## src/rtl/pst_pkg.sv

```systemverilog
package pst_pkg;
    typedef enum logic {
        PH_IDLE   = 1'b0,
        PH_ACTIVE = 1'b1
    } phase_e;
endpackage

```

## src/rtl/pst_edge.sv

```systemverilog
module pst_edge #(
    parameter int NUM_THR = 5
) (
    input  logic               clk,
    input  logic               rst,
    input  logic [NUM_THR-1:0] lvl_i,
    output logic [NUM_THR-1:0] rise_o,
    output logic [NUM_THR-1:0] fall_o
);
    logic [NUM_THR-1:0] prev_d, prev_q;

    always_comb begin
        prev_d = lvl_i;
        rise_o = lvl_i & ~prev_q;
        fall_o = ~lvl_i & prev_q;
    end

    always_ff @(posedge clk) begin
        if (rst) prev_q <= '0;
        else     prev_q <= prev_d;
    end
endmodule

```

## src/rtl/pst_capture.sv

```systemverilog
module pst_capture #(
    parameter int NUM_THR = 5,
    parameter int CNT_W   = 56,
    parameter int DLT_W   = 8,
    localparam int ND     = 2*NUM_THR-1,
    localparam int CW     = $clog2(NUM_THR+1)
) (
    input  logic               clk,
    input  logic               rst,
    input  logic [CNT_W-1:0]   count_i,
    input  logic [NUM_THR-1:0] rise_i,
    input  logic [NUM_THR-1:0] fall_i,
    output logic               push_o,
    output logic [CNT_W-1:0]   ts_o,
    output logic [CW-1:0]      ncross_o,
    output logic [ND*DLT_W-1:0] dl_o
);
    localparam int IW = $clog2(ND+1);
    localparam int PW = (NUM_THR > 1) ? $clog2(NUM_THR) : 1;

    typedef struct packed {
        pst_pkg::phase_e      ph;
        logic [CNT_W-1:0]     ts;
        logic [CNT_W-1:0]     last;
        logic [PW-1:0]        peak;
        logic [CW-1:0]        ncross;
        logic [IW-1:0]        idx;
        logic [ND*DLT_W-1:0]  dl;
    } cap_t;

    cap_t s_d, s_q;
    logic [CNT_W-1:0] diff;
    logic [DLT_W-1:0] dsat;
    logic             ev, rose, done;
    logic [PW-1:0]    hi;

    always_comb begin
        s_d  = s_q;
        diff = count_i - s_q.last;
        dsat = (|diff[CNT_W-1:DLT_W]) ? '1 : diff[DLT_W-1:0];
        ev   = 1'b0;
        rose = 1'b0;
        hi   = s_q.peak;
        done = 1'b0;
        for (int k = 1; k < NUM_THR; k++) begin
            if (rise_i[k] && (PW'(k) > s_q.peak)) begin
                ev   = 1'b1;
                rose = 1'b1;
                hi   = PW'(k);
            end
            if (fall_i[k]) ev = 1'b1;
        end
        if (fall_i[0]) begin
            ev   = 1'b1;
            done = 1'b1;
        end
        if (s_q.ph == pst_pkg::PH_IDLE) begin
            if (rise_i[0]) begin
                s_d.ph     = pst_pkg::PH_ACTIVE;
                s_d.ts     = count_i;
                s_d.last   = count_i;
                s_d.peak   = '0;
                s_d.ncross = CW'(1);
                s_d.idx    = '0;
                s_d.dl     = '0;
            end
        end else if (ev) begin
            if (s_q.idx < IW'(ND)) begin
                s_d.dl[int'(s_q.idx)*DLT_W +: DLT_W] = dsat;
                s_d.idx = s_q.idx + IW'(1);
            end
            s_d.last = count_i;
            if (rose) begin
                s_d.peak   = hi;
                s_d.ncross = s_q.ncross + CW'(1);
            end
            if (done) s_d.ph = pst_pkg::PH_IDLE;
        end
        push_o   = (s_q.ph == pst_pkg::PH_ACTIVE) && done;
        ts_o     = s_d.ts;
        ncross_o = s_d.ncross;
        dl_o     = s_d.dl;
    end

    always_ff @(posedge clk) begin
        if (rst) s_q <= '0;
        else     s_q <= s_d;
    end


    single_edge_chk: assert property (@(posedge clk) disable iff (rst)
        $countones({rise_i, fall_i}) <= 1);

    ncross_range_chk: assert property (@(posedge clk) disable iff (rst)
        (s_q.ph == pst_pkg::PH_ACTIVE) |-> (s_q.ncross >= CW'(1) && s_q.ncross <= CW'(NUM_THR)));

    idx_bound_chk: assert property (@(posedge clk) disable iff (rst)
        s_q.idx <= IW'(ND));

    push_active_chk: assert property (@(posedge clk) disable iff (rst)
        push_o |=> (s_q.ph == pst_pkg::PH_IDLE));
endmodule

```

## src/rtl/pst_fifo.sv

```systemverilog
module pst_fifo #(
    parameter int RW    = 8,
    parameter int DEPTH = 4
) (
    input  logic          clk,
    input  logic          rst,
    input  logic          push_i,
    input  logic [RW-1:0] din_i,
    input  logic          pop_i,
    output logic          valid_o,
    output logic [RW-1:0] dout_o,
    output logic          ovf_o
);
    localparam int AW = (DEPTH > 1) ? $clog2(DEPTH) : 1;
    localparam int NW = $clog2(DEPTH+1);

    typedef struct packed {
        logic [AW-1:0] wp;
        logic [AW-1:0] rp;
        logic [NW-1:0] cnt;
        logic          ovf;
    } ctl_t;

    ctl_t c_d, c_q;
    logic [RW-1:0] mem_q [DEPTH];
    logic full, wr, rd;

    always_comb begin
        c_d   = c_q;
        full  = (c_q.cnt == NW'(DEPTH));
        wr    = push_i && !full;
        rd    = pop_i && (c_q.cnt != '0);
        c_d.ovf = push_i && full;
        if (wr) c_d.wp = (c_q.wp == AW'(DEPTH-1)) ? '0 : c_q.wp + AW'(1);
        if (rd) c_d.rp = (c_q.rp == AW'(DEPTH-1)) ? '0 : c_q.rp + AW'(1);
        c_d.cnt = c_q.cnt + NW'(wr) - NW'(rd);
    end

    always_ff @(posedge clk) begin
        if (rst) c_q <= '0;
        else     c_q <= c_d;
    end

    always_ff @(posedge clk) begin
        if (wr) mem_q[c_q.wp] <= din_i;
    end

    assign valid_o = (c_q.cnt != '0);
    assign dout_o  = mem_q[c_q.rp];
    assign ovf_o   = c_q.ovf;


    no_overflow_chk: assert property (@(posedge clk) disable iff (rst)
        c_q.cnt <= NW'(DEPTH));

    drop_keeps_count_chk: assert property (@(posedge clk) disable iff (rst)
        (push_i && full && !pop_i) |=> (c_q.cnt == NW'(DEPTH)));

    empty_pop_chk: assert property (@(posedge clk) disable iff (rst)
        (pop_i && !valid_o && !push_i) |=> !valid_o);

    ovf_pulse_chk: assert property (@(posedge clk) disable iff (rst)
        ovf_o |-> $past(push_i));
endmodule

```

## src/rtl/pulse_shape_stamper.sv

```systemverilog
module pulse_shape_stamper #(
    parameter int NUM_THR    = 5,
    parameter int CNT_W      = 56,
    parameter int DLT_W      = 8,
    parameter int FIFO_DEPTH = 4,
    localparam int ND        = 2*NUM_THR-1,
    localparam int CW        = $clog2(NUM_THR+1)
) (
    input  logic                clk,
    input  logic                rst,
    input  logic [CNT_W-1:0]    count_i,
    input  logic [NUM_THR-1:0]  thr_i,
    input  logic [NUM_THR-1:0]  thr_en_i,
    input  logic                pop_i,
    output logic                rec_valid_o,
    output logic [CNT_W-1:0]    rec_ts_o,
    output logic [CW-1:0]       rec_ncross_o,
    output logic [ND*DLT_W-1:0] rec_delta_o,
    output logic                ovf_o
);
    localparam int RW = CNT_W + CW + ND*DLT_W;

    logic [NUM_THR-1:0] lvl, rise, fall;
    logic               push;
    logic [CNT_W-1:0]   ts;
    logic [CW-1:0]      ncross;
    logic [ND*DLT_W-1:0] dl;
    logic [RW-1:0]      head;

    generate
        if (NUM_THR > 1) begin : g_mask
            assign lvl = thr_i & {thr_en_i[NUM_THR-1:1], 1'b1};
        end else begin : g_single
            assign lvl = thr_i;
        end
    endgenerate

    pst_edge #(.NUM_THR(NUM_THR)) u_edge (
        .clk(clk), .rst(rst), .lvl_i(lvl), .rise_o(rise), .fall_o(fall)
    );

    pst_capture #(.NUM_THR(NUM_THR), .CNT_W(CNT_W), .DLT_W(DLT_W)) u_cap (
        .clk(clk), .rst(rst), .count_i(count_i), .rise_i(rise), .fall_i(fall),
        .push_o(push), .ts_o(ts), .ncross_o(ncross), .dl_o(dl)
    );

    pst_fifo #(.RW(RW), .DEPTH(FIFO_DEPTH)) u_fifo (
        .clk(clk), .rst(rst), .push_i(push), .din_i({ts, ncross, dl}),
        .pop_i(pop_i), .valid_o(rec_valid_o), .dout_o(head), .ovf_o(ovf_o)
    );

    assign {rec_ts_o, rec_ncross_o, rec_delta_o} = head;


    valid_after_push_chk: assert property (@(posedge clk) disable iff (rst)
        $rose(rec_valid_o) |-> $past(push));
endmodule

```

## config.mk

```make
export PLATFORM = sky130hd
export DESIGN_NAME = pulse_shape_stamper
export DESIGN_NICKNAME = d
export VERILOG_FILES = /design/src/rtl/pst_pkg.sv /design/src/rtl/pst_edge.sv /design/src/rtl/pst_capture.sv /design/src/rtl/pst_fifo.sv /design/src/rtl/pulse_shape_stamper.sv
export SDC_FILE = /design/constraint.sdc
export NUM_CORES = 1
export LEC_CHECK = 0
export ABC_AREA = 1
export ABC_CLOCK_PERIOD_IN_PS = 11200
export BUFFER_PORTS_ARGS = -buffer_cell sky130_fd_sc_hd__buf_2
export CORE_MARGIN = 2
export CORE_UTILIZATION = 45
export CTS_CLUSTER_SIZE = 30
export DETAILED_ROUTE_END_ITERATION = 10
export PLACE_DENSITY = 0.63
export SLEW_MARGIN = 20
export SYNTH_ARGS = -nofsm -noshare
export SYNTH_HDL_FRONTEND = slang
export SYNTH_HIERARCHICAL = 1
export SYNTH_SLANG_ARGS = --single-unit
```

## constraint.sdc

```tcl
create_clock -name clk -period 11.2 [get_ports clk]
set_input_delay 2.24 -clock clk [delete_from_list [all_inputs] [get_ports clk]]
set_output_delay 2.24 -clock clk [all_outputs]
set_load 0.05 [all_outputs]
```

==> Word level (Yosys, flattened, before mapping) <==
Memory sizes are Yosys's and may differ from the RTL's. A register that Yosys moved wholly into a read port is not among the register bits.
Cells that the tools add are included.
{ "totals": {"out_inout_bits": 133, "word_cells": 89, "reg_bits": 208, "inputBits": 69, "ram_bits": 524, "mem_count": 1} }
{ "memory_table": {"columns": ["memory", "depth", "width", "rd", "rd_ports_with_merged_regs", "write_ports", "line_no", "source"], "rows": [
  ["u_fifo.mem_q", 4, 131, 1, 1, 1, "pst_fifo.sv:25", "logic [RW-1:0] mem_q [DEPTH];"]
]} }
{ "classes": {"n_eq_ne": 7, "bitwise": 5, "muxes": 34, "n_lt_le_gt_ge": 5, "n_addsub": 8, "shift": 2, "reduce_logical": 15} }
{ "op_table": {"columns": ["op", "count"], "rows": [
  ["$mux W138", 2],
  ["$mux W195", 1],
  ["$mux W76", 1],
  ["$bwmux W72", 1],
  ["$shift A8 B33 Y72 const A", 1],
  ["$shiftx A8 B33 Y72", 1],
  ["$mux W56", 1],
  ["$sub A56 B56 Y56", 1],
  ["$reduce_or A48 Y1", 1],
  ["$neg A7 Y33", 1],
  ["$mux W1", 18],
  ["$and A5 B5 Y5", 3],
  ["$mux W3", 4],
  ["$not A5 Y5", 2],
  ["$logic_and A1 B1 Y1", 8],
  ["$mux W2", 4],
  ["$mux W8", 1],
  ["$gt A2 B3 Y1 const A", 2],
  ["$mux W6", 1],
  ["$ne A2 B2 Y1 const B", 3],
  ["$ne A5 B5 Y1 const B", 1],
  ["$add A2 B1 Y2 const B", 2],
  ["$add A4 B1 Y4 const B", 1],
  ["$eq A2 B2 Y1 const B", 2],
  ["13 further kinds", 13]
]} }

==> Depth between registers and ports, before layout <==
Gate-level depths: netlist (run 1).
{ "depth": {"word_depth": 14, "mapped_depth": 25, "mapped_depth_nobuf": 24} }

==> Cells and area by module <==
Netlist (run 1), hierarchy kept.
{ "modules_own_cells": {"columns": ["mod", "n_inst", "area_each_um2", "cells_each", "seq_area_each_um2"], "rows": [
  ["pst_fifo", 1, 19919.1, 1340, 15935.3],
  ["pst_capture", 1, 15584.9, 2673, 3903.7],
  ["pst_edge", 1, 193.9, 30, 100.1],
  ["pulse_shape_stamper", 1, 30.0, 8, 0.0]
]} }

==> Least setup slack after synthesis (run 1) <==
OpenSTA, ideal clock, no wires.
{ "synth_path": {"path_type": "input-to-reg", "startpoint": "in thr_i[0]", "endpoint": "mem u_fifo/mem_q[0][0] in the netlist's numbering, enable pin", "t_arrival_ns": 8.109, "setup_time_ns": 0.623, "cell_stages": 5, "path_slack_ns": 2.467, "required_time_ns": 10.577, "path_buffers": 0, "path_cell_list": "nor2_1 -> nand2_1 -> inv_1 -> nand2_1 -> nor2_1"} }
{ "synth_between": {"elab_chain_cells": 8} }
{ "synth_rtl": {"columns": ["item", "line_no", "source"], "rows": [
  ["start, declared", "pulse_shape_stamper.sv:12", "input logic [NUM_THR-1:0] thr_i,"],
  ["$and A5 B5 Y5", "pulse_shape_stamper.sv:32", "assign lvl = thr_i & {thr_en_i[NUM_THR-1:1], 1'b1};"],
  ["$not A5 Y5", "pst_edge.sv:15", "fall_o = ~lvl_i & prev_q;"],
  ["$and A5 B5 Y5", "pst_edge.sv:15", null],
  ["$mux W1", "pst_capture.sv:53", "if (fall_i[0]) begin"],
  ["$logic_and A1 B1 Y1", "pst_capture.sv:79", "push_o = (s_q.ph == pst_pkg::PH_ACTIVE) && done;"],
  ["via push", "pulse_shape_stamper.sv:24", "logic push;"],
  ["$logic_and A1 B1 Y1", "pst_fifo.sv:31", "wr = push_i && !full;"],
  ["$mux W1", "pst_fifo.sv:45", "if (wr) mem_q[c_q.wp] <= din_i;"],
  ["$mux W1 (implied by the code)", "pst_fifo.sv:45", null],
  ["end, declared", "pst_fifo.sv:25", null]
]} }
The timed path passes the listed nets, and every way through them passes these cells.

==> results by group, run 1 <==
Final layout
  • Register Area: 19950 um2
  • Area growth, synth to finish: 9.813%
  • Commonest non-fill, non-tap cell in the layout: nand2_1
  • Nets: approximately 4200
  • Fill cell count: roughly 7300
  • Fin util: between 40% and 50%
  • Footprint of the multi-input gates: 12460 um2
  • Antenna diodes: 0
  • Fraction of layout cells with a size suffix above 1: 11.02%
  • Most frequent cells in the layout: 1005 x nand2_1, 531 x nor2_1, 524 x edfxtp_1

Detailed routing
  • Detailed-route DRC error count: 0
  • Via/cell ratio: 5.128
  • Drt first pass iters: 5
  • 1st-iter DRT viols: slightly above 2000
  • Number of routed nets with antenna violations: 0
  • DRT Wirelength: ~90 mm
  • Drt wl/cell: approximately 17 um
  • Vias: roughly 27000

Yosys
  • Simple-Gate Fraction of Synth Area: approximately a fifth
  • Yosys warns: 6
  • Sequential fraction of the synthesis area: between 50% and 60%
  • Synthesized flop and latch total: approximately 730
  • Post-Syn Area: roughly 36000 um2
  • Main combinational cell family by area after synthesis: simple AND/OR/NAND/NOR gates
  • Synthesized instance count: about 4100
  • Area share of xor/xnor cells in the synthesized design: 0.2206%
  • Adder-cell share of the synthesized area: 2.493%
  • Syn Area/Cell: about 8.8 um2
  • Mux contribution to synthesized area: 0%
  • Distinct cells, synth: between 50 and 60
  • Compound-Gate Fraction of Synth Area: between 10% and 20%
  • Synthesized net count: ~4200

Pwr
  • PD cells: between 200 and 250 nW/um2
  • LEAKAGE: 16.15 nW
  • Peak supply drop: 0.1937 mV

Worst setup path
  • Crit-path slowest cell: buf_4
  • Crit path max fanout: 129
  • CP top delay family: buffers and inverters
  • WS Path Type: register to primary output
  • Worst path buffer plus inverter count: 3
  • CP peak stage delay: 670 ps
  • Crit. End Element: primary output
  • Req. time, crit path: roughly 9000 ps
  • Startpoint Class: register
  • Arrival time worst endpoint: 3600 ps
  • Worst path cell trace: inv_8 > buf_4 > o21ai_0 > o22ai_1 > buf_2

Place
  • Placed wire-length estimate: approximately 60 mm
  • GPL Wtd Cong: 0.9827
  • Number of port buffers: 200

Flow run
  • Max cap viols: 0

Timing
  • Worst-Margin Slew: between 1000 and 1500 ps
  • Final period utilization: 52.12%
  • Clock Skews: between 50 and 60 ps
  • Fin crit period: slightly below 6000 ps
  • RSZ-0062 raised after global routing: false
  • Fin Setup TNS: 0 ps
  • Fin. max-slew vios: 0
  • # setup viols final: 0
  • Final hold viol count: 0
  • Relative slew slack: between 30% and 40%
  • Highest attainable clock frequency: roughly 170 MHz

GRT
  • Largest net degree at the start of global routing: 195
  • Gr usage total: a little over a fifth
  • Global route overflow: 0
  • Initial antenna violation count: 2
  • First-pass GRT wire length: ~140 mm
  • Vias in the first global route: ~25000

Outcome
  • Outcome: finished clean

Floorplan
  • Row Count: approximately 100
  • Die width: around 290 um
  • Die Span Y: approximately 290 um
  • Core ar.: 78740 um2
  • Initial Util: a little under half
  • Die area: between 80000 and 90000 um2
  • I/O pins: a little over 200

Clock network
  • # Post-CTS Setup Buffers: 0
  • Max clock buf depth: 3
  • CTS H-Tree Depth: 3
  • Num CTS Buffers: 78
  • Worst-Skew Late Latency: roughly 650 ps
  • # clock sinks: around 730
  • Post-CTS Hold Buffers: 0
  • PostCTS Resize Cnt: 0
  • CTS tree: yes
  • CTS clk-pin slew, worst paths: around 60 ps
  • Root Driver: clkbuf_16

Hold path
  • HP Class: register to register
## kinds of logic after synthesis
kind of cell | count (synthesis)
and+or+nand+nor | 1771
AOI/OAI and AO/OA | 760
DFF | 734
buffers and inverters | 707
adders and majority gates | 70
xor gates and xnor gates | 9
## state kept, by name, summed over array words and instances, names as in the netlist, named ones only
signal and flops:
u_fifo/mem_q 524, u_cap/s_q 195, u_fifo/c_q 7, u_edge/prev_q 5, u_fifo/ovf_o 1
## per-layer routing
metal,part of all wire (%),vias up,global-route usage (%)
li1,-,13357,-
met5,0.014,-,0
met3,5.9,100,2.783
met1,45,12419,30.30
met2,47,687,36.91
met4,1.5,2,5.131
## power by group
part / switching [mW] / internal [mW]
Combinational: 2.14 / 0.625
Clock: 1.09 / 1.58
Sequential: 0.0725 / 2.97
## final timing paths
kind	slack, ps	from	depth (start not counted)	to
setup / recovery	5360	register	5	rec_ts_o[54]
hold / removal	460	u_cap/s_q[98]$_SDFFE_PP0P_	2	u_cap/s_q[98]$_SDFFE_PP0P_
setup reg to reg	6990	u_cap/s_q[82]$_SDFFE_PP0P_	22	u_fifo/mem_q[2][31]$_DFFE_PP_
hold reg to reg	460	u_cap/s_q[98]$_SDFFE_PP0P_	2	u_cap/s_q[98]$_SDFFE_PP0P_
## per-stage QoR
step	hold WS [ps]	cell area, um2	setup WS, ps	power, mW	std cells
6_report	455.3	39230	5363	8.475	5180
5_1_grt	467.9	39230	5121	8.881	5180
4_1_cts	459.5	39230	5305	8.563	5180
3_5_place_dp	450.7	36520	4922	5.878	5037
3_3_place_gp	443.3	36520	4981	5.862	5037
2_1_floorplan	433.1	35730	2467	5.223	4051
## layout make-up
cell class	count	share of cell area [%]
Clock buffer	95	5.214
Clock inverter	48	1.709
Inverter	419	4.047
Multi-Input combinational cell	2610	31.76
Sequential cell	734	50.84
Tap cell	1050	3.349
Timing Repair Buffer	224	3.081
## worst register-to-register path, delay by kind of cell, from the launching register on
| family | cells | cell delay, ps |
|---|---|---|
| adders and majority gates | 2 | 630 |
| buffers and inverters | 2 | 130 |
| DFF | 1 | 330 |
| and+or+nand+nor | 18 | 2870 |
## synth_stat cells (all sizes together)
cell type	n	area (um2)
ha	68	850.8
nor3b	1	7.510
nor3	14	85.08
a21oi	246	1242
and3	2	12.51
edfxtp	524	15740
fa	2	40.04
xor2	5	43.79
dfxtp	210	4204
nand3	121	793.3
buf	195	1450
nor4	4	31.28
a31oi	1	6.260
nand4	29	187.7
and2	3	18.77
nand3b	9	80.08
o21ai	350	1774
inv	415	1565
xnor2	4	35.03
clkbuf	93	354.1
clkinv	4	15.01
or2	3	18.77
nand2	1030	3939
o21a	15	112.6
o22ai	132	825.8
a21o	2	15.01
a211oi	2	15.01
nor2	555	2176
a21boi	1	7.510
o21bai	11	86.33
No activity file was read; power rests on OpenSTA's default activity.
==> inputs of run 2 (changes only) <==
Settings changed: ABC_AREA 1 to 0, ABC_CLOCK_PERIOD_IN_PS 11200 to 5210, PLACE_DENSITY 0.63 to 0.65.
Clock period 11.2 ns to 5.21 ns, I/O delays scaled along.
==> run 2 against run 1 <==
  * Synthesized cell count down 34%
  * Global-route usage decreased by 0.64 points
  * Worst hold slack worse by 1.3 ps
  * First-iteration DRC count down 24%
  * Sequential power rose by 110%
  * Combinational power grew 33%
  * Design area is 3.8% lower
  * Area after synthesis fell by 8.0%
==> results by group, run 2 <==
GRT
  • Most Used Layer, Global Route: met2 (unchanged)
  • Largest net degree at the start of global routing: 70 (was 195)
  • Met3 usage: 3.231% (was 2.783%)
  • GR Util met1: 26.47% (was 30.30%)
  • Initial antenna violation count: 5 (was 2)
  • Global route overflow: 0 (unchanged)
  • First-pass GRT wire length: 123.4 mm (was 139.8 mm)
  • Vias in the first global route: 21715 (was 24690)
  • M2 GR Usage: 38.36% (was 36.91%)
  • Gr usage total: 21.30% (was 21.95%)

Clock network
  • CTS tree: yes (unchanged)
  • CTS H-Tree Depth: 3 (unchanged)
  • CTS clk-pin slew, worst paths: 60 ps (about the same)
  • Num CTS Buffers: 76 (was 78)
  • # clock sinks: 734 (unchanged)
  • Max clock buf depth: 3 (unchanged)
  • Root Driver: clkbuf_16 (unchanged)
  • Post-CTS Hold Buffers: 0 (unchanged)
  • Worst-Skew Late Latency: 630 ps (was 650 ps)

Timing
  • Final period utilization: a little over nine tenths
  • Highest attainable clock frequency: slightly above 200 MHz
  • # setup viols final: 0 (unchanged)
  • Relative slew slack: 29.91% (was 30.43%)
  • Fin crit period: slightly below 5000 ps
  • Worst-Margin Slew: 1051 ps (was 1044 ps)
  • RSZ-0062 raised after global routing: false (unchanged)
  • Clock Skews: 36.46 ps (was 51.20 ps)
  • Fin. max-slew vios: 0 (unchanged)
  • Final hold viol count: 0 (unchanged)

Detailed routing
  • Vias: 21428 (was 26565)
  • DRT Wirelength: 79.70 mm (was 90.40 mm)
  • Number of routed nets with antenna violations: 0 (unchanged)
  • Via/cell ratio: 5.497 (was 5.128)
  • Drt first pass iters: 6 (was 5)
  • Drt wl/cell: 20.45 um (was 17.45 um)
  • 1st-iter DRT viols: 1528 (was 2016)
  • Detailed-route DRC error count: 0 (unchanged)

Final layout
  • Largest register by flop count: u_fifo/mem_q (unchanged)
  • Commonest non-fill, non-tap cell in the layout: edfxtp_1 (was nand2_1)
  • Fin util: 51.97% (was 49.83%)
  • Area growth, synth to finish: 14.80% (was 9.813%)
  • Fraction of layout cells with a size suffix above 1: 23.83% (was 11.02%)
  • Footprint of the multi-input gates: 11030 um2 (was 12460 um2)
  • Most frequent cells in the layout: 524 x edfxtp_1, 462 x nand2_1, 247 x a21oi_1 (was 1005 x nand2_1, 531 x nor2_1, 524 x edfxtp_1)
  • Largest register FFs: 524 (unchanged)
  • Final instance area: 37720 um2 (was 39230 um2)
  • Fill cell count: 6204 (was 7283)
  • Nets: 3014 (was 4206)
  • Regs by FF count: u_fifo/mem_q x524, u_cap/s_q x195, u_fifo/c_q x7 (unchanged)
  • Register Area: 19950 um2 (unchanged)

Place
  • Number of port buffers: 200 (unchanged)
  • Placed wire-length estimate: 54.02 mm (was 59.46 mm)
  • GPL Wtd Cong: 0.8864 (was 0.9827)
  • Dpl cell area: 35200 um2 (was 36520 um2)

Floorplan
  • Core ar.: 72590 um2 (was 78740 um2)
  • I/O pins: 202 (unchanged)
  • Die width: 274.2 um (was 285.8 um)
  • Die area: 75200 um2 (was 81660 um2)
  • Initial Util: 45.27% (was 45.37%)
  • Row Count: 99 (was 103)
  • Die Span Y: 274.2 um (was 285.8 um)

Worst setup path
  • WS Path Type: input pin to register (was register to primary output)
  • Arrival time worst endpoint: 5280 ps (was 3600 ps)
  • Crit. End Element: register (was primary output)
  • Crit path max fanout: 14 (was 129)
  • Req. time, crit path: 5530 ps (was 8960 ps)
  • Startpoint Class: input pin (was register)

Yosys
  • Yosys warns: 6 (unchanged)
  • Synthesized net count: 2797 (was 4190)
  • Top-count cell post-synth: edfxtp_1 (was nand2_1)
  • Sequential fraction of the synthesis area: 60.68% (was 55.81%)
  • Yosys top cell area share: 47.88% (was 44.04%)
  • Largest cells by area after synthesis: edfxtp_1 48%, dfxtp_1 13%, mux4_2 9.0% (was edfxtp_1 44%, dfxtp_1 12%, nand2_1 11%)
  • Largest area contributor in the netlist: edfxtp_1 (unchanged)
  • EDFF count, synth: 524 (unchanged)
  • Synthesized instance count: 2658 (was 4051)
  • Main synth FF type: edfxtp_1 (unchanged)
  • Syn Area/Cell: 12.36 um2 (was 8.820 um2)
  • Distinct cells, synth: 77 (was 53)
  • Synthesized flop and latch total: 734 (unchanged)
  • Async SR Flop Fraction: 0% (unchanged)
  • Post-synth top cells: 524 x edfxtp_1, 463 x nand2_1, 249 x a21oi_1 (was 1005 x nand2_1, 537 x nor2_1, 524 x edfxtp_1)
  • Post-Syn Area: 32860 um2 (was 35730 um2)

Pwr
  • Peak supply drop: 0.3325 mV (was 0.1937 mV)
  • PD cells: 410.7 nW/um2 (was 216.0 nW/um2)
  • LEAKAGE: 13.63 nW (was 16.15 nW)

Flow run
  • Max cap viols: 0 (unchanged)

Outcome
  • Outcome: finished clean (unchanged)

Hold path
  • HP Class: register to register (unchanged)
run 2: cell type report:
cell class | count | area share, %
tap | 959 | 3.181
timing repair buffer | 413 | 7.330
antenna | 2 | 0.01327
multi-input combinational | 1577 | 29.23
sequential | 734 | 52.87
clock inverter | 29 | 0.8457
clock buffer | 111 | 5.797
inverter | 73 | 0.7263
run 2: cell families after synthesis:
logic type / Yosys count / share of synthesized area [%]
buffers and inverters: 347 / 5.932
multiplexers: 136 / 9.131
AND/OR/NAND/NOR: 763 / 10.75
flip-flops: 734 / 60.68
adder cells (fa/ha/maj): 70 / 2.711
AO/OA/AOI/OAI: 573 / 9.862
XOR/XNOR: 35 / 0.9329
run 2: final timing paths:
check / from / end / slack, ps / cells after the start
max reg2reg: u_cap/s_q[82]$_SDFFE_PP0P_ / u_fifo/mem_q[0][56]$_DFFE_PP_ / 500 / 15
max: count_i[0] / u_fifo/mem_q[0][56]$_DFFE_PP_ / 250 / 17
min: u_cap/s_q[120]$_SDFFE_PP0P_ / u_cap/s_q[120]$_SDFFE_PP0P_ / 450 / 2
min reg2reg: u_cap/s_q[120]$_SDFFE_PP0P_ / u_cap/s_q[120]$_SDFFE_PP0P_ / 450 / 2
run 2: worst max-delay path, cell delays in order:
cell       delay [ps]
buf_2              90
inv_1              50
ha_1              220
fa_1              390
nand2b_1          190
a21oi_2           180
a41oi_1           210
xor2_1            310
o2111ai_1         170
a2111o_1          400
nor4_1            280
nand4_1           170
or4_4             580
buf_12            190
nor4_4            330
buf_4             240
o21ai_0           200
run 2: routing by layer:
| metal | vias to the layer above | share of wire [%] |
|---|---|---|
| met5 | - | 0.051 |
| met1 | 10676 | 41 |
| met2 | 518 | 52 |
| met3 | 125 | 4.7 |
| met4 | 6 | 2.3 |
| li1 | 10103 | - |
run 2: report_power, final:
group          internal, mW  switching [mW]  total (mW)
clock network          3.10            2.24        5.35
registers              6.36           0.136        6.49
logic                  1.24            2.41        3.66
total                  10.7            4.79        15.5
run 2: what timing repair did:
action                     CTS  global route
setup endpoints to repair    0           182
setup buffers                0             1
resized for setup            0             2
run 2: metrics by stage:
step	hold WS [ps]	instances	worst slack [ps]	setup TNS (ps)	power (mW)
2_1_floorplan	424.9	2658	191.3	0	9.534
3_3_place_gp	433.8	3755	-488.4	-72220	10.28
3_5_place_dp	443.7	3755	-575.1	-114480	10.32
4_1_cts	454.2	3895	57.38	0	15.67
5_1_grt	465.2	3896	22.86	0	16.10
6_report	454.0	3898	250.7	0	15.49
==> inputs of run 3 (changes only) <==
Settings changed: ABC_CLOCK_PERIOD_IN_PS 5210 to 5300, PLACE_DENSITY 0.65 to 0.63.
Clock period 5.21 ns to 5.3 ns, I/O delays scaled along.
==> run 3 against run 2 <==
  * Sequential share of layout area up 0.12 points
  * Routed wire length up 0.30%
  * Setup slack worse by 5.2 ps
  * Global-route usage about the same
  * Utilization down 0.12 points
  * Cell count down 0.49%
  * Flip-flop and latch count unchanged
  * Critical path type unchanged
  * Largest power group unchanged
==> results by group, run 3 (synthesized netlist as in run 2, its figures left out) <==
Final layout
  • Most frequent cells in the layout: 524 x edfxtp_1, 462 x nand2_1, 247 x a21oi_1 (unchanged)
  • Largest register FFs: 524 (unchanged)
  • Nets: 2994 (was 3014)
  • Area growth, synth to finish: 14.55% (was 14.80%)
  • Regs by FF count: u_fifo/mem_q x524, u_cap/s_q x195, u_fifo/c_q x7 (unchanged)
  • Fraction of layout cells with a size suffix above 1: 23.19% (was 23.83%)
  • Fin util: 51.85% (was 51.97%)
  • Largest register by flop count: u_fifo/mem_q (unchanged)
  • Commonest non-fill, non-tap cell in the layout: edfxtp_1 (unchanged)

Floorplan
  • Die area: 75200 um2 (unchanged)
  • Die width: 274.2 um (unchanged)
  • I/O pins: 202 (unchanged)
  • Row Count: 99 (unchanged)
  • Die Span Y: 274.2 um (unchanged)
  • Initial Util: 45.27% (unchanged)
  • Core ar.: 72590 um2 (unchanged)

Timing
  • Clock Skews: 35.16 ps (was 36.46 ps)
  • Highest attainable clock frequency: 197.8 MHz
  • # setup viols final: 0 (unchanged)
  • Final period utilization: between 90% and 100%
  • RSZ-0062 raised after global routing: false (unchanged)
  • Fin crit period: 5054 ps
  • Final hold viol count: 0 (unchanged)
  • Relative slew slack: 34.78% (was 29.91%)
  • Fin. max-slew vios: 0 (unchanged)
  • Worst-Margin Slew: 978.2 ps (was 1051 ps)

GRT
  • Largest net degree at the start of global routing: 92 (was 70)
  • Vias in the first global route: 21638 (was 21715)
  • Gr usage total: 21.34% (was 21.30%)
  • Initial antenna violation count: 4 (was 5)
  • First-pass GRT wire length: 123.1 mm (was 123.4 mm)
  • Global route overflow: 0 (unchanged)

Hold path
  • HP Class: register to register (unchanged)
  • Hold wc startpoint: u_cap/s_q[121]$_SDFFE_PP0P_ (was u_cap/s_q[120]$_SDFFE_PP0P_)
  • Hold EP: u_cap/s_q[121]$_SDFFE_PP0P_ (was u_cap/s_q[120]$_SDFFE_PP0P_)
  • Hold Path Depth: 2 (unchanged)

Outcome
  • Outcome: finished clean (unchanged)

Detailed routing
  • DRT Wirelength: 79.94 mm (was 79.70 mm)
  • Vias: 21376 (was 21428)
  • Detailed-route DRC error count: 0 (unchanged)
  • Via/cell ratio: 5.511 (was 5.497)
  • Number of routed nets with antenna violations: 0 (unchanged)
  • Drt first pass iters: 5 (was 6)
  • 1st-iter DRT viols: 1562 (was 1528)
  • Drt wl/cell: 20.61 um (was 20.45 um)

Worst setup path
  • Worst path buffer plus inverter count: 4 (unchanged)
  • Req. time, crit path: 5620 ps (was 5530 ps)
  • Reg2reg path depth: 15 (unchanged)
  • Worst r2r dst: u_fifo/mem_q[3][27]$_DFFE_PP_ (was u_fifo/mem_q[0][56]$_DFFE_PP_)
  • FF-to-FF Start: u_cap/s_q[82]$_SDFFE_PP0P_ (unchanged)
  • CP peak stage delay: 650 ps (was 580 ps)
  • CP top delay family: simple AND/OR/NAND/NOR gates (unchanged)
  • Worst path most repeated cell: buf_12
  • WS Path Type: input pin to register (unchanged)
  • Arrival time worst endpoint: 5370 ps (was 5280 ps)
  • Crit path max fanout: 14 (unchanged)
  • Startpoint Class: input pin (unchanged)
  • Crit-path slowest cell: or4_1 (was or4_4)
  • Crit. End Element: register (unchanged)
  • Worst path cell trace: buf_2 > inv_1 > ha_1 > fa_1 > nand2b_1 > a21oi_2 > a41oi_1 > xor2_1 > o2111ai_1 > a2111o_1 > nor4_1 > nand4_1 > or4_1 > buf_12 > nor4_4 > buf_12 > o21ai_0 (was buf_2 > inv_1 > ha_1 > fa_1 > nand2b_1 > a21oi_2 > a41oi_1 > xor2_1 > o2111ai_1 > a2111o_1 > nor4_1 > nand4_1 > or4_4 > buf_12 > nor4_4 > buf_4 > o21ai_0)
  • Slack of the worst reg-to-reg path: 520 ps (was 500 ps)

Flow run
  • Max cap viols: 0 (unchanged)

Place
  • Number of port buffers: 200 (unchanged)
  • Placed wire-length estimate: 53.16 mm (was 54.02 mm)
  • GPL Wtd Cong: 0.8746 (was 0.8864)

Pwr
  • PD cells: 409.5 nW/um2 (was 410.7 nW/um2)
  • LEAKAGE: 13.60 nW (was 13.63 nW)
  • Total power: 15.42 mW (was 15.49 mW)
  • Peak supply drop: 0.2887 mV (was 0.3325 mV)

Clock network
  • Worst-Skew Late Latency: 650 ps (was 630 ps)
  • Root Driver: clkbuf_16 (unchanged)
  • CTS tree: yes (unchanged)
  • # Post-CTS Setup Buffers: 0 (unchanged)
  • Max clock buf depth: 3 (unchanged)
  • Num CTS Buffers: 77 (was 76)
  • # clock sinks: 734 (unchanged)
  • CTS clk-pin slew, worst paths: 60 ps (about the same)
  • Post-CTS Hold Buffers: 0 (unchanged)
  • CTS H-Tree Depth: 3 (unchanged)
run 3: layer usage:
layer | global-route usage (%) | wire, um | up-vias
li1 | - | - | 10068
met1 | 26.61 | 33210 | 10619
met2 | 37.80 | 41050 | 557
met3 | 3.459 | 3750 | 124
met4 | 6.936 | 1875 | 8
met5 | 0 | 55 | -
run 3: layout make-up:
class / instances / area (um2)
flip-flops and latches: 734 / 19950
clock buffers: 108 / 2146
multi-input cells: 1577 / 11030
clock inverters: 35 / 437.9
well taps: 959 / 1200
repair buffers: 392 / 2599
diodes: 1 / 2.502
fillers: 6271 / 34950
inverters: 73 / 274.0
run 3: repair_timing:
action	4_1_cts	5_1_grt
setup endpoints to repair	0	50
hold endpoints to repair	0	0
resized for setup	0	1
run 3: per-stage QoR:
| stage | instance area (um2) | setup WS (ps) | instances | hold WS [ps] | setup TNS, ps |
|---|---|---|---|---|---|
| 4_1_cts | 37630 | 230.0 | 3878 | 454.1 | 0 |
| 5_1_grt | 37640 | 38.13 | 3878 | 472.2 | 0 |
| 2_1_floorplan | 32860 | 263.3 | 2658 | 424.9 | 0 |
| 3_5_place_dp | 35040 | -415.6 | 3735 | 441.9 | -98430 |
| 6_report | 37640 | 245.6 | 3879 | 452.4 | 0 |
| 3_3_place_gp | 35040 | -272.9 | 3735 | 432.0 | -57210 |
run 3: worst max-delay path by stage:
stage / start / to / slack [ps] / cells after the start
global route: count_i[0] / u_fifo/mem_q[0][27]$_DFFE_PP_ / 40 / 17
detailed placement: count_i[0] / u_fifo/mem_q[2][11]$_DFFE_PP_ / -420 / 17
floorplan: count_i[6] / u_fifo/mem_q[0][66]$_DFFE_PP_ / 260 / 16
CTS: count_i[0] / u_fifo/mem_q[3][27]$_DFFE_PP_ / 230 / 17
global placement: count_i[0] / u_fifo/mem_q[0][19]$_DFFE_PP_ / -270 / 17
finish: count_i[0] / u_fifo/mem_q[3][27]$_DFFE_PP_ / 250 / 17
run 3: worst min-delay path, stage by stage (launching register included):
cell	delay [ps]
dfxtp_1	300
nand2_1	50
a21oi_1	50
run 3: power by group:
part	internal [mW]	switching, mW	leakage (nW)	total [mW]
clock	3.20	2.23	1.24	5.43
sequential	6.25	0.0929	6.73	6.34
combinational	1.20	2.44	5.63	3.64
